`config.mk`:
```
export PLATFORM = sky130hd
export DESIGN_NAME = sgram_burst_engine
export DESIGN_NICKNAME = d
export VERILOG_FILES = /design/src/rtl/sgram_pkg.sv /design/src/rtl/sgram_cmd_decode.sv /design/src/rtl/sgram_burst_ctrl.sv /design/src/rtl/sgram_rd_pipe.sv /design/src/rtl/sgram_col_array.sv /design/src/rtl/sgram_burst_engine.sv
export SDC_FILE = /design/constraint.sdc
export NUM_CORES = 1
export LEC_CHECK = 0
export BUFFER_PORTS_ARGS = -buffer_cell sky130_fd_sc_hd__buf_2
export CAP_MARGIN = 20
export CORE_MARGIN = 2
export CORE_UTILIZATION = 64
export CTS_BUF_LIST = sky130_fd_sc_hd__clkbuf_8
export DETAILED_ROUTE_END_ITERATION = 10
export PLACE_DENSITY_LB_ADDON = 0.08
export SETUP_SLACK_MARGIN = 0.1
export SLEW_MARGIN = 40
export SYNTH_ARGS = -nofsm -noshare
export SYNTH_HDL_FRONTEND = slang
export SYNTH_SLANG_ARGS = --single-unit
```
`constraint.sdc`:
```
create_clock -name clk_i -period 2.46 [get_ports clk_i]
set_input_delay 0.123 -clock clk_i [delete_from_list [all_inputs] [get_ports clk_i]]
set_output_delay 0.123 -clock clk_i [all_outputs]
set_load 0.005 [all_outputs]
```
`src/rtl/sgram_pkg.sv`:
```
package sgram_pkg;
  typedef enum logic [1:0] {
    CMD_NOP   = 2'd0,
    CMD_READ  = 2'd1,
    CMD_WRITE = 2'd2,
    CMD_STOP  = 2'd3
  } cmd_e;
endpackage

```
`src/rtl/sgram_cmd_decode.sv`:
```
module sgram_cmd_decode
  import sgram_pkg::*;
(
  input  logic cs_ni,
  input  logic ras_ni,
  input  logic cas_ni,
  input  logic we_ni,
  input  logic dsf_i,
  output cmd_e cmd_o
);
  always_comb begin
    cmd_o = CMD_NOP;
    if (!cs_ni && ras_ni) begin
      unique case ({cas_ni, we_ni, dsf_i})
        3'b010:  cmd_o = CMD_READ;
        3'b000:  cmd_o = CMD_WRITE;
        3'b100:  cmd_o = CMD_STOP;
        default: cmd_o = CMD_NOP;
      endcase
    end
  end
endmodule

```
`src/rtl/sgram_burst_ctrl.sv`:
```
module sgram_burst_ctrl
  import sgram_pkg::*;
#(
  parameter int COL_W = 4,
  parameter int BA_W  = 1
) (
  input  logic             clk_i,
  input  logic             rst_ni,
  input  logic             en_i,
  input  cmd_e             cmd_i,
  input  logic [BA_W-1:0]  ba_i,
  input  logic [COL_W-1:0] col_i,
  input  logic             ap_i,
  input  logic [2:0]       bl_i,
  output logic             beat_vld_o,
  output logic             beat_wr_o,
  output logic [BA_W-1:0]  beat_ba_o,
  output logic [COL_W-1:0] beat_col_o,
  output logic             act_o,
  output logic             ap_o
);
  localparam int CNT_W = COL_W + 1;

  logic             act_q, wr_q, ap_q, full_q;
  logic [BA_W-1:0]  ba_q;
  logic [COL_W-1:0] col_q, mask_q;
  logic [CNT_W-1:0] rem_q;

  logic             new_c, full_c, stop_hit;
  logic [COL_W-1:0] mask_c;
  logic [CNT_W-1:0] len_c;

  function automatic logic [COL_W-1:0] next_col(input logic [COL_W-1:0] c,
                                                input logic [COL_W-1:0] m);
    return (c & ~m) | ((c + COL_W'(1)) & m);
  endfunction

  always_comb begin
    new_c    = (cmd_i == CMD_READ) || (cmd_i == CMD_WRITE);
    full_c   = bl_i[2];
    len_c    = CNT_W'(1) << bl_i[1:0];
    mask_c   = full_c ? '1 : COL_W'(len_c - CNT_W'(1));
    stop_hit = (cmd_i == CMD_STOP) && act_q && !ap_q;
  end

  // first beat issues in the command cycle itself
  assign beat_vld_o = new_c || (act_q && !stop_hit);
  assign beat_wr_o  = new_c ? (cmd_i == CMD_WRITE) : wr_q;
  assign beat_ba_o  = new_c ? ba_i : ba_q;
  assign beat_col_o = new_c ? col_i : col_q;
  assign act_o      = act_q;
  assign ap_o       = ap_q;

  always_ff @(posedge clk_i or negedge rst_ni) begin
    if (!rst_ni) begin
      act_q  <= 1'b0;
      wr_q   <= 1'b0;
      ap_q   <= 1'b0;
      full_q <= 1'b0;
      ba_q   <= '0;
      col_q  <= '0;
      mask_q <= '0;
      rem_q  <= '0;
    end else if (en_i) begin
      if (new_c) begin
        act_q  <= full_c || (bl_i[1:0] != 2'd0);
        wr_q   <= (cmd_i == CMD_WRITE);
        ap_q   <= ap_i;
        full_q <= full_c;
        ba_q   <= ba_i;
        col_q  <= next_col(col_i, mask_c);
        mask_q <= mask_c;
        rem_q  <= len_c - CNT_W'(1);
      end else if (stop_hit) begin
        act_q <= 1'b0;
      end else if (act_q) begin
        col_q <= next_col(col_q, mask_q);
        if (!full_q) begin
          rem_q <= rem_q - CNT_W'(1);
          if (rem_q == CNT_W'(1)) act_q <= 1'b0;
        end
      end
    end
  end
endmodule

```
`src/rtl/sgram_rd_pipe.sv`:
```
module sgram_rd_pipe #(
  parameter int DATA_W  = 8,
  parameter int MAX_LAT = 3,
  parameter int LAT_W   = 2
) (
  input  logic              clk_i,
  input  logic              rst_ni,
  input  logic              en_i,
  input  logic              vld_i,
  input  logic [DATA_W-1:0] data_i,
  input  logic [LAT_W-1:0]  lat_i,
  output logic              vld_o,
  output logic [DATA_W-1:0] data_o
);
  logic              vld_q [MAX_LAT];
  logic [DATA_W-1:0] dat_q [MAX_LAT];
  logic [LAT_W-1:0]  sel;

  for (genvar i = 0; i < MAX_LAT; i++) begin : g_stage
    if (i == 0) begin : g_head
      always_ff @(posedge clk_i or negedge rst_ni) begin
        if (!rst_ni) begin
          vld_q[0] <= 1'b0;
          dat_q[0] <= '0;
        end else if (en_i) begin
          vld_q[0] <= vld_i;
          dat_q[0] <= vld_i ? data_i : '0;
        end
      end
    end else begin : g_tail
      always_ff @(posedge clk_i or negedge rst_ni) begin
        if (!rst_ni) begin
          vld_q[i] <= 1'b0;
          dat_q[i] <= '0;
        end else if (en_i) begin
          vld_q[i] <= vld_q[i-1];
          dat_q[i] <= dat_q[i-1];
        end
      end
    end
  end

  always_comb begin
    if (lat_i == '0)                   sel = '0;
    else if (lat_i > LAT_W'(MAX_LAT))  sel = LAT_W'(MAX_LAT - 1);
    else                               sel = lat_i - LAT_W'(1);
    vld_o  = vld_q[sel];
    data_o = dat_q[sel];
  end
endmodule

```
`src/rtl/sgram_col_array.sv`:
```
module sgram_col_array #(
  parameter int DATA_W = 8,
  parameter int ADDR_W = 5
) (
  input  logic              clk_i,
  input  logic              we_i,
  input  logic [ADDR_W-1:0] addr_i,
  input  logic [DATA_W-1:0] wdata_i,
  output logic [DATA_W-1:0] rdata_o
);
  localparam int DEPTH = 1 << ADDR_W;

  logic [DATA_W-1:0] mem [DEPTH];

  always_ff @(posedge clk_i) begin
    if (we_i) mem[addr_i] <= wdata_i;
  end

  assign rdata_o = mem[addr_i];
endmodule

```
`src/rtl/sgram_burst_engine.sv`:
```
module sgram_burst_engine
  import sgram_pkg::*;
#(
  parameter int DATA_W = 8,
  parameter int COL_W  = 4,
  parameter int BA_W   = 1,
  parameter int MAX_CL = 3,
  localparam int CL_W  = $clog2(MAX_CL + 1)
) (
  input  logic              clk_i,
  input  logic              rst_ni,
  input  logic              cke_i,
  input  logic              cs_ni,
  input  logic              ras_ni,
  input  logic              cas_ni,
  input  logic              we_ni,
  input  logic              dsf_i,
  input  logic [BA_W-1:0]   ba_i,
  input  logic [COL_W-1:0]  col_i,
  input  logic              ap_i,
  input  logic [CL_W-1:0]   cas_lat_i,
  input  logic [2:0]        burst_len_i,
  input  logic [DATA_W-1:0] dq_i,
  output logic [DATA_W-1:0] dq_o,
  output logic              dq_valid_o
);
  localparam int ADDR_W = BA_W + COL_W;

  cmd_e              cmd;
  logic              beat_vld, beat_wr, burst_act, burst_ap, mem_we;
  logic [BA_W-1:0]   beat_ba;
  logic [COL_W-1:0]  beat_col;
  logic [DATA_W-1:0] rdata;

  sgram_cmd_decode u_dec (
    .cs_ni  (cs_ni),
    .ras_ni (ras_ni),
    .cas_ni (cas_ni),
    .we_ni  (we_ni),
    .dsf_i  (dsf_i),
    .cmd_o  (cmd)
  );

  sgram_burst_ctrl #(.COL_W(COL_W), .BA_W(BA_W)) u_ctrl (
    .clk_i      (clk_i),
    .rst_ni     (rst_ni),
    .en_i       (cke_i),
    .cmd_i      (cmd),
    .ba_i       (ba_i),
    .col_i      (col_i),
    .ap_i       (ap_i),
    .bl_i       (burst_len_i),
    .beat_vld_o (beat_vld),
    .beat_wr_o  (beat_wr),
    .beat_ba_o  (beat_ba),
    .beat_col_o (beat_col),
    .act_o      (burst_act),
    .ap_o       (burst_ap)
  );

  assign mem_we = cke_i && beat_vld && beat_wr;

  sgram_col_array #(.DATA_W(DATA_W), .ADDR_W(ADDR_W)) u_array (
    .clk_i   (clk_i),
    .we_i    (mem_we),
    .addr_i  ({beat_ba, beat_col}),
    .wdata_i (dq_i),
    .rdata_o (rdata)
  );

  sgram_rd_pipe #(.DATA_W(DATA_W), .MAX_LAT(MAX_CL), .LAT_W(CL_W)) u_pipe (
    .clk_i  (clk_i),
    .rst_ni (rst_ni),
    .en_i   (cke_i),
    .vld_i  (beat_vld && !beat_wr),
    .data_i (rdata),
    .lat_i  (cas_lat_i),
    .vld_o  (dq_valid_o),
    .data_o (dq_o)
  );
endmodule

```
==> results of run 1 <==
critical path, cell delays in order, from the launching register on:
cell,delay [ns]
dfrtp_2,0.47
buf_4,0.16
nor2_1,0.06
a22oi_2,0.31
buf_4,0.18
buf_4,0.11
o22ai_1,0.07
o21ai_1,0.26
nand4b_1,0.21
o32ai_1,0.34
how the worst max path moves through the flow:
stage                                      from                            to  depth (start not counted)
floorplan                                 cs_ni  u_array.mem[13][0]$_DFFE_PP_                         11
CTS                                       cs_ni  u_pipe.dat_q[16]$_DFFE_PN0P_                         11
finish              u_ctrl.col_q[0]$_DFFE_PN0P_  u_pipe.dat_q[23]$_DFFE_PN0P_                          9
global route                              cs_ni  u_pipe.dat_q[19]$_DFFE_PN0P_                         13
detailed placement                        cs_ni  u_pipe.dat_q[16]$_DFFE_PN0P_                         12
global placement                          cs_ni  u_pipe.dat_q[16]$_DFFE_PN0P_                         12
final cells by class:
type,count,area share [%]
Sequential cell,301,58.5
Multi-Input combinational cell,521,22.7
Timing Repair Buffer,192,10.1
Clock buffer,53,4.84
Tap cell,265,2.20
Clock inverter,31,1.19
Inverter,15,0.374
metal layers:
metal  part of all wire, %  vias to the layer above  global-route usage (%)
met1                    39                     4198                    42.9
met2                    49                      460                    51.3
met3                   8.6                       87                    4.77
met4                   3.1                        0                    10.9
met5                     0                        -                       0
li1                      -                     3745                       -
synth_stat cells (14+ instances only):
master      n
nor2_1     75
buf_2      19
mux2i_1    17
mux2_2     20
nand2_1   133
nand3_1    38
mux4_2     15
o22ai_1    37
inv_1      14
clkbuf_1   14
o21ai_0    27
dfrtp_1    45
a21oi_1    32
edfxtp_1  256
power breakdown:
part / internal (W) / switching, W / leakage, nW
Sequential: 0.00582 / 0.000280 / 2.87
Combinational: 0.00197 / 0.00224 / 2.22
Clock: 0.00210 / 0.00193 / 0.511
flip-flops by register name, indices dropped and copies added (netlist names), named ones only:
register       cells
u_ctrl.full_q      1
u_ctrl.ba_q        1
u_array.mem      256
u_ctrl.act_o       1
u_ctrl.col_q       1
u_ctrl.wr_q        1
u_ctrl.ap_o        1
u_pipe.dat_q      24
u_pipe.vld_q       3
u_ctrl.rem_q       5
u_ctrl.mask_q      4
kinds of logic (layout without fill, tap and decap cells):
| family | after synthesis | count (layout) | share of synthesized area [%] |
|---|---|---|---|
| XOR/XNOR | 6 | 6 | 0.422 |
| multiplexers | 57 | 58 | 6.76 |
| AO/OA/AOI/OAI | 152 | 152 | 8.13 |
| flip-flops | 301 | 301 | 70.8 |
| AND/OR/NAND/NOR | 298 | 298 | 10.5 |
| adder cells (fa/ha/maj) | 7 | 7 | 0.704 |
| buffers and inverters | 63 | 291 | 2.71 |
what timing repair did:
item                                   CTS  global route
gates cloned                             1             0
setup endpoints to repair                4           155
resized for setup                       12            14
hold buffers                            10             0
setup buffers                            2             0
pin swaps                                1             2
endpoints found under the hold margin   47             0
metrics by stage:
step | cells | hold WS [ns]
6_report | 1378 | 0.0856
5_1_grt | 1378 | 0.131
4_1_cts | 1378 | 0.0830
2_1_floorplan | 884 | -0.173
3_3_place_gp | 1281 | 0.139
3_5_place_dp | 1281 | 0.152
==> run summary, run 1 <==
global-route wire length before repair: 47400 um
Ys Warns: 0
Max-cap violations: 0
DR WL/cell: 22.6 um
pre-CTS setup slack: -0.678 ns
crit-path max FO: 8
Fillers: 1163
FF-to-FF End: u_pipe.dat_q[23]$_DFFE_PN0P_
initial antenna violation count: 0
I/O Buffers: 35
worst reg-to-reg path cell count: 9
CP Launch Type: flop
Pwr Density: 952 nW/um^2
multi-input logic area: 3420 um^2
clock root buffer: clkbuf_8
First-pass DRT Iterations: 5
drt first-iter violations: 882
H-tree levels: 2
final setup vio count: 0
Arr. time, crit path: 2.75 ns
CTS tree: done
Mapped Cells: 884
sequential-to-total area share from yosys stat: 70.8%
via count: 8490
GRT Overall Usage: 31.1%
share of layout cells above drive strength 1: 28.2%
synth-to-layout area growth: 21.0%
Yosys cell types: 62
worst slew pin tran: 0.666 ns
IO Count: 36
Routed Antenna Nets: 0
worst reg-to-reg setup slack: 0.16 ns
routability congestion estimate from global placement: 0.934
Final Cell Area: 15100 um^2
synthesized area per cell: 14.1 um^2
status: completed
predominant post-synthesis flop cell: edfxtp_1
CP Data Required Time: 2.91 ns
post-synth top area share: 61.8%
die area: 20600 um^2
Antenna diodes: 0
Rel. slew slack: 55.6%
largest net degree at the start of global routing: 33
commonest non-fill, non-tap cell in the layout: edfxtp_1
Chip Width: 143 um
Cell Area, Synth: 12400 um^2
Sink Count: 301
# rows: 51
EDFF count, synth: 256
Die Span Y: 143 um
Fin Clk Skew: 0.0184 ns
drt via density: 6.16
slack of the critical path: 0.158 ns
top cells by area, synth: edfxtp_1, dfrtp_1, nand2_1, mux4_2, nor2_1
Max clock buf depth: 3
peak supply drop: 0.000574 V
core area: 19300 um^2
setup TNS: 0 ns
critical path class: flop to flop
hpwl dp: 20300 um
DRC: 0
Cell Area, Placed: 13900 um^2
total power draw: 0.0143 W
Worst setup EP type: flop
Lkg Pwr: 5.60 nW
vias in the first global route: 8367
fin crit share: 93.6%
max-slew violations: 0
RSZ-0062 raised after global routing: no
Hold Violations, Final: 0
GRT Residual Overflow: 0
Worst-Skew Late Latency: 0.58 ns
Final Util: 78.2%
Starting Density: 64.6%
synthesized net count: 918
synthesis-stage register bit count: 301
final wirelength: 31100 um
fmax: 0.434 GHz
Worst Hold Class: primary input to async pin
Yosys top cell by area: edfxtp_1
Post-synth ARST share: 15.0%
Clock transition at path regs: 0.06 ns
launch point of the worst reg-to-reg path: u_ctrl.col_q[0]$_DFFE_PN0P_
most frequent cells in the layout: edfxtp_1, nand2_1, buf_4
Final Critical Period: 2.30 ns
Reg area: 8820 um^2
# nets final: 1112
cts bufs inserted: 47
No activity file was read; power rests on OpenSTA's default activity.
==> run 2: changes to the inputs <==
- PLACE_DENSITY: not set -> 0.93
- PLACE_DENSITY_LB_ADDON: 0.08 -> not set
==> run 2 against run 1 <==
Sequential power rose by 0.7%. Die area did not move. Critical path depth grew 3. Core utilization is 0.46 points higher. The flow now finishes with violations (negative setup slack). Total power increased by 3.6%. Clock skew grew 0.016 ns. Register-to-register slack worse by 0.53 ns. Setup slack got worse by 0.53 ns. Maximum frequency down 19%. Via count rose by 15%.
==> run summary, run 2 (synthesis results as in run 1) <==
via count: 9734 (+15%)
worst slew pin tran: 0.873 ns (+0.207 ns)
Sink Count: 301 (unchanged)
drt first-iter violations: 1554 (+76%)
DR WL/cell: 29.5 um (+31%)
Clock transition at path regs: 0.08 ns (+0.02 ns)
# nets final: 1122 (+0.90%)
total power draw: 0.0149 W (+3.6%)
Max-cap violations: 0 (unchanged)
hpwl dp: 21700 um (+6.8%)
die area: 20600 um^2 (unchanged)
crit-path max FO: 16 (+8)
commonest non-fill, non-tap cell in the layout: edfxtp_1
status: finished with violations
drt via density: 7.02 (+14%)
launch point of the worst path: dsf_i
worst hold margin: 0.0423 ns (-0.0433 ns)
RSZ-0062 raised after global routing: yes
Routed Antenna Nets: 0 (unchanged)
Non-Filler Instances: 1387 (+0.65%)
pre-CTS setup slack: -0.671 ns (+0.00742 ns)
routability congestion estimate from global placement: 0.968 (+3.7%)
final setup vio count: 2 (+2)
Max stage delay on crit path: 0.54 ns (+0.07 ns)
Placed Instances: 1275 (-0.47%)
CP Launch Type: primary input
GRT Residual Overflow: 0 (unchanged)
Fin Clk Skew: 0.0341 ns (+0.0157 ns)
Lkg Pwr: 5.65 nW (+0.92%)
Die Span Y: 143 um (unchanged)
Arr. time, crit path: 3.28 ns (+0.53 ns)
H-tree levels: 2 (unchanged)
Buf+Inv Stages, Crit Path: 3 (unchanged)
Chip Width: 143 um (unchanged)
share of layout cells above drive strength 1: 28.5% (+0.24 points)
CTS tree: done
global-route wire length before repair: 53700 um (+13%)
worst reg-to-reg setup slack: -0.37 ns (-0.53 ns)
crit-path cells: buf_6, or3b_4, nor2_4, ha_4, buf_6, mux2i_4, buf_4, nand2_1, and3_1, a31oi_2, o221ai_4, o41ai_4
Pwr Density: 981 nW/um^2 (+3.0%)
fmax: 0.353 GHz (-19%)
slack of the critical path: -0.371 ns (-0.530 ns)
peak supply drop: 0.000689 V (+20%)
most frequent cells in the layout: edfxtp_1, buf_4, nand2_1
top cell family by delay on the critical path: compound AO/OA/AOI/OAI gates
IO Count: 36 (unchanged)
Starting Density: 64.6% (unchanged)
final wirelength: 40900 um (+32%)
CP dominant cell by count: buf_6
I/O Buffers: 35 (unchanged)
synth-to-layout area growth: 21.7%
Largest register FFs: 256 (unchanged)
Max clock buf depth: 3 (unchanged)
Worst-Skew Late Latency: 0.60 ns (+0.02 ns)
Final Util: 78.6% (+0.46 points)
Worst Hold Class: primary input to async pin
Worst setup EP type: flop
Final Critical Period: 2.83 ns (+0.530 ns)
failing checks: negative setup slack
initial antenna violation count: 2 (+2)
critical path class: primary input to flop
Rel. slew slack: 41.2% (-14 points)
CP Data Required Time: 2.91 ns (about the same)
CP max stage cell: o41ai_4
FF-to-FF End: u_pipe.dat_q[22]$_DFFE_PN0P_
clock root buffer: clkbuf_8
largest registers: u_array.mem (256), u_pipe.dat_q (24), u_ctrl.rem_q (5)
largest net degree at the start of global routing: 37 (+12%)
launch point of the worst reg-to-reg path: u_ctrl.col_q[0]$_DFFE_PN0P_
max-slew violations: 0 (unchanged)
fin crit share: 115% (+22 points)
largest register by flop count: u_array.mem
First-pass DRT Iterations: 6 (+1)
Hold Violations, Final: 0 (unchanged)
worst reg-to-reg path cell count: 7 (-2)
DRC: 0 (unchanged)
GRT Overall Usage: 36.3% (+5.2 points)
# rows: 51 (unchanged)
cts bufs inserted: 45 (-4.3%)
core area: 19300 um^2 (unchanged)
vias in the first global route: 9250 (+11%)
run 2: metrics by stage:
stage,TNS [ns],area (um^2)
floorplan,-91.88,12500
global placement,-68.31,13800
detailed placement,-85.65,13800
CTS,0,14800
global route,-0.435,15100
finish,-0.387,15200
run 2: cell type report:
cell class                      count  area, um^2
Clock buffer                       47         647
Antenna cell                        1        2.50
Inverter                           15        56.3
Clock inverter                     33         135
Tap cell                          265         332
Fill cell                         955        4120
Multi-Input combinational cell    521        3530
Sequential cell                   301        8820
Timing Repair Buffer              204        1640
run 2: worst max-delay path by stage:
stage | end | slack, ns | cells after the start
after CTS | u_pipe.dat_q[21]$_DFFE_PN0P_ | 0.12 | 12
after global placement | u_pipe.dat_q[21]$_DFFE_PN0P_ | -0.47 | 12
final | u_pipe.dat_q[22]$_DFFE_PN0P_ | -0.37 | 12
after floorplan | u_array.mem[13][0]$_DFFE_PP_ | -0.37 | 11
after global routing | u_pipe.dat_q[22]$_DFFE_PN0P_ | -0.41 | 12
after detailed placement | u_pipe.dat_q[16]$_DFFE_PN0P_ | -0.67 | 12
run 2: layer usage:
metal	GRT usage [%]	wire length (um)
met1	43.2	12700
met2	56.8	18400
met3	12.0	5740
met4	24.3	4040
met5	0	13
run 2: timing repair:
item | in CTS | in global routing
endpoints found under the setup margin | 4 | 26
pin swaps | 1 | 15
endpoints found under the hold margin | 54 | 0
hold buffers | 7 | 0
buffers inserted | 3 | 19
gates resized for setup | 9 | 40
cloned | 1 | 2
run 2: power by group:
part	leakage (nW)	switching, W	internal, W
Clock	0.468	0.00198	0.00177
Combinational	2.31	0.00284	0.00214
Sequential	2.87	0.000325	0.00582
==> run 3: changes to the inputs <==
- CTS_BUF_LIST: sky130_fd_sc_hd__clkbuf_8 -> sky130_fd_sc_hd__clkbuf_2 sky130_fd_sc_hd__clkbuf_4 sky130_fd_sc_hd__clkbuf_8
==> run 3 against run 2 <==
Sequential share of layout area rose by 0.54 points. Count of clock-buffer cells in the layout rose by 17. Setup slack improved by 0.31 ns. Wire length fell by 6.6%. Flip-flop and latch count did not move. Die area did not move. Register-to-register slack improved by 0.37 ns. Sequential power barely moved. Hold slack improved by 0.0029 ns. Cell count fell by 0.72%. Combinational power fell by 7.4%. First-iteration DRC count rose by 10%. The flow still finishes with violations (negative setup slack).
==> run summary, run 3 (synthesis results as in run 1) <==
Largest register FFs: 256 (unchanged)
Max stage delay on crit path: 0.39 ns (-0.15 ns)
clock root buffer: clkbuf_8
crit-path max FO: 9 (-7)
launch point of the worst reg-to-reg path: u_ctrl.ap_o$_DFFE_PN0P_
vias in the first global route: 9135 (-1.2%)
top cell family by delay on the critical path: simple AND/OR/NAND/NOR gates
Buf+Inv Stages, Crit Path: 5 (+2)
total power draw: 0.0147 W (-1.2%)
largest registers: u_array.mem (256), u_pipe.dat_q (24), u_ctrl.rem_q (5)
critical path class: primary input to flop
die area: 20600 um^2 (unchanged)
CP dominant cell by count: buf_4
Die Span Y: 143 um (unchanged)
crit path capture: u_pipe.dat_q[16]$_DFFE_PN0P_
worst reg-to-reg path cell count: 8 (+1)
# rows: 51 (unchanged)
critical path depth: 13 (+1)
initial antenna violation count: 4 (+2)
Chip Width: 143 um (unchanged)
cts bufs inserted: 45 (unchanged)
crit-path cells: buf_2, or3b_4, nor2_2, ha_4, buf_4, inv_1, o21ai_0, buf_4, nand3_2, buf_4, a31oi_2, nand4b_1, o32ai_2
CP Data Required Time: 2.91 ns (about the same)
WHS Path Cells: 3
Worst setup EP type: flop
Lkg Pwr: 5.56 nW (-1.7%)
# nets final: 1110 (-1.1%)
hpwl dp: 21700 um (unchanged)
drt first-iter violations: 1715 (+10%)
Starting Density: 64.6% (unchanged)
final setup vio count: 1 (-1)
routability congestion estimate from global placement: 0.968 (unchanged)
failing checks: negative setup slack
Max-cap violations: 0 (unchanged)
worst reg-to-reg setup slack: 0 ns (+0.37 ns)
Routed Antenna Nets: 0 (unchanged)
drt via density: 6.90 (-1.7%)
fin crit share: 103% (-12 points)
Arr. time, crit path: 2.97 ns (-0.31 ns)
peak supply drop: 0.000607 V (-12%)
slack of the critical path: -0.0648 ns (+0.306 ns)
via count: 9501 (-2.4%)
Rel. slew slack: 52.4% (+11 points)
status: finished with violations
synth-to-layout area growth: 20.6%
max-slew violations: 0 (unchanged)
CTS tree: done
Max clock buf depth: 3 (unchanged)
Worst-Skew Late Latency: 0.59 ns (about the same)
worst slew pin tran: 0.707 ns (-0.167 ns)
fmax: 0.396 GHz (+12%)
RSZ-0062 raised after global routing: yes
CP Launch Type: primary input
Fin Clk Skew: 0.0368 ns (+0.00265 ns)
CP max stage cell: or3b_4
IO Count: 36 (unchanged)
share of layout cells above drive strength 1: 28.9% (+0.49 points)
Worst Hold Class: primary input to flop
GRT Residual Overflow: 0 (unchanged)
final wirelength: 38300 um (-6.6%)
DRC: 0 (unchanged)
most frequent cells in the layout: edfxtp_1, buf_4, nand2_1
Hold Violations, Final: 0 (unchanged)
core area: 19300 um^2 (unchanged)
multi-input logic area: 3440 um^2 (-2.3%)
First-pass DRT Iterations: 11 (+5)
Fillers: 968 (+1.4%)
DR WL/cell: 27.8 um (-5.9%)
global-route wire length before repair: 54100 um (+0.67%)
largest net degree at the start of global routing: 37 (unchanged)
I/O Buffers: 35 (unchanged)
GRT Overall Usage: 36.5% (+0.21 points)
H-tree levels: 2 (unchanged)
largest register by flop count: u_array.mem
Pwr Density: 978 nW/um^2 (-0.30%)
FF-to-FF End: u_pipe.dat_q[16]$_DFFE_PN0P_
Reg area: 8820 um^2 (unchanged)
Final Util: 77.9% (-0.72 points)
launch point of the worst path: cs_ni
Sink Count: 301 (unchanged)
Clock transition at path regs: 0.06 ns (-0.02 ns)
commonest non-fill, non-tap cell in the layout: edfxtp_1
Final Critical Period: 2.52 ns (-0.306 ns)
[run 3: layout make-up]
type	count	share of cell area, %
Sequential cell	301	58.7
Tap cell	265	2.21
Clock buffer	64	5.16
Clock inverter	16	0.475
Timing Repair Buffer	192	10.1
Inverter	15	0.375
Multi-Input combinational cell	521	22.9
Antenna cell	3	0.0500
[run 3: tightest hold or removal path, cell delays in order]
cell,delay (ns)
buf_2,0.19
xnor2_1,0.17
a221oi_1,0.09
[run 3: layer usage]
layer | wire, um | up-vias | track usage [%]
met5 | 29 | - | 1.00
met1 | 12400 | 4495 | 45.0
met4 | 3110 | 2 | 23.4
met3 | 5400 | 286 | 11.2
li1 | - | 3745 | -
met2 | 17300 | 973 | 56.5
[run 3: timing repair]
| item | CTS | global route |
|---|---|---|
| gates cloned | 1 | 1 |
| buffers inserted | 7 | 3 |
| pin swaps | 1 | 5 |
| hold endpoints to repair | 54 | 0 |
| setup endpoints to repair | 13 | 99 |
| resized for setup | 9 | 23 |
| hold buffers | 7 | 0 |
[run 3: per-stage QoR]
step	setup TNS, ns	area [um^2]	std cells	hold slack (ns)	worst slack, ns
2_1_floorplan	-91.88	12500	884	-0.173	-0.368
3_3_place_gp	-68.31	13800	1275	0.115	-0.468
3_5_place_dp	-85.65	13800	1275	0.116	-0.671
4_1_cts	0	14800	1370	0.0202	0.116
5_1_grt	-0.0310	15000	1375	0.0711	-0.0310
6_report	-0.0648	15000	1377	0.0452	-0.0648
[run 3: worst min-delay path by stage]
stage,startpoint,end,slack (ns)
global placement,rst_ni,u_ctrl.rem_q[3]$_DFFE_PN0P_,0.12
detailed placement,rst_ni,u_ctrl.rem_q[3]$_DFFE_PN0P_,0.12
CTS,col_i[2],flop,0.02
finish,col_i[2],flop,0.05
global route,col_i[2],flop,0.07
floorplan,rst_ni,async pin,-0.17
[run 3: power breakdown]
part	switching [W]	total [W]	internal, W
logic	0.00264	0.00460	0.00196
registers	0.000318	0.00613	0.00582
clock network	0.00192	0.00394	0.00203
total	0.00488	0.0147	0.00980
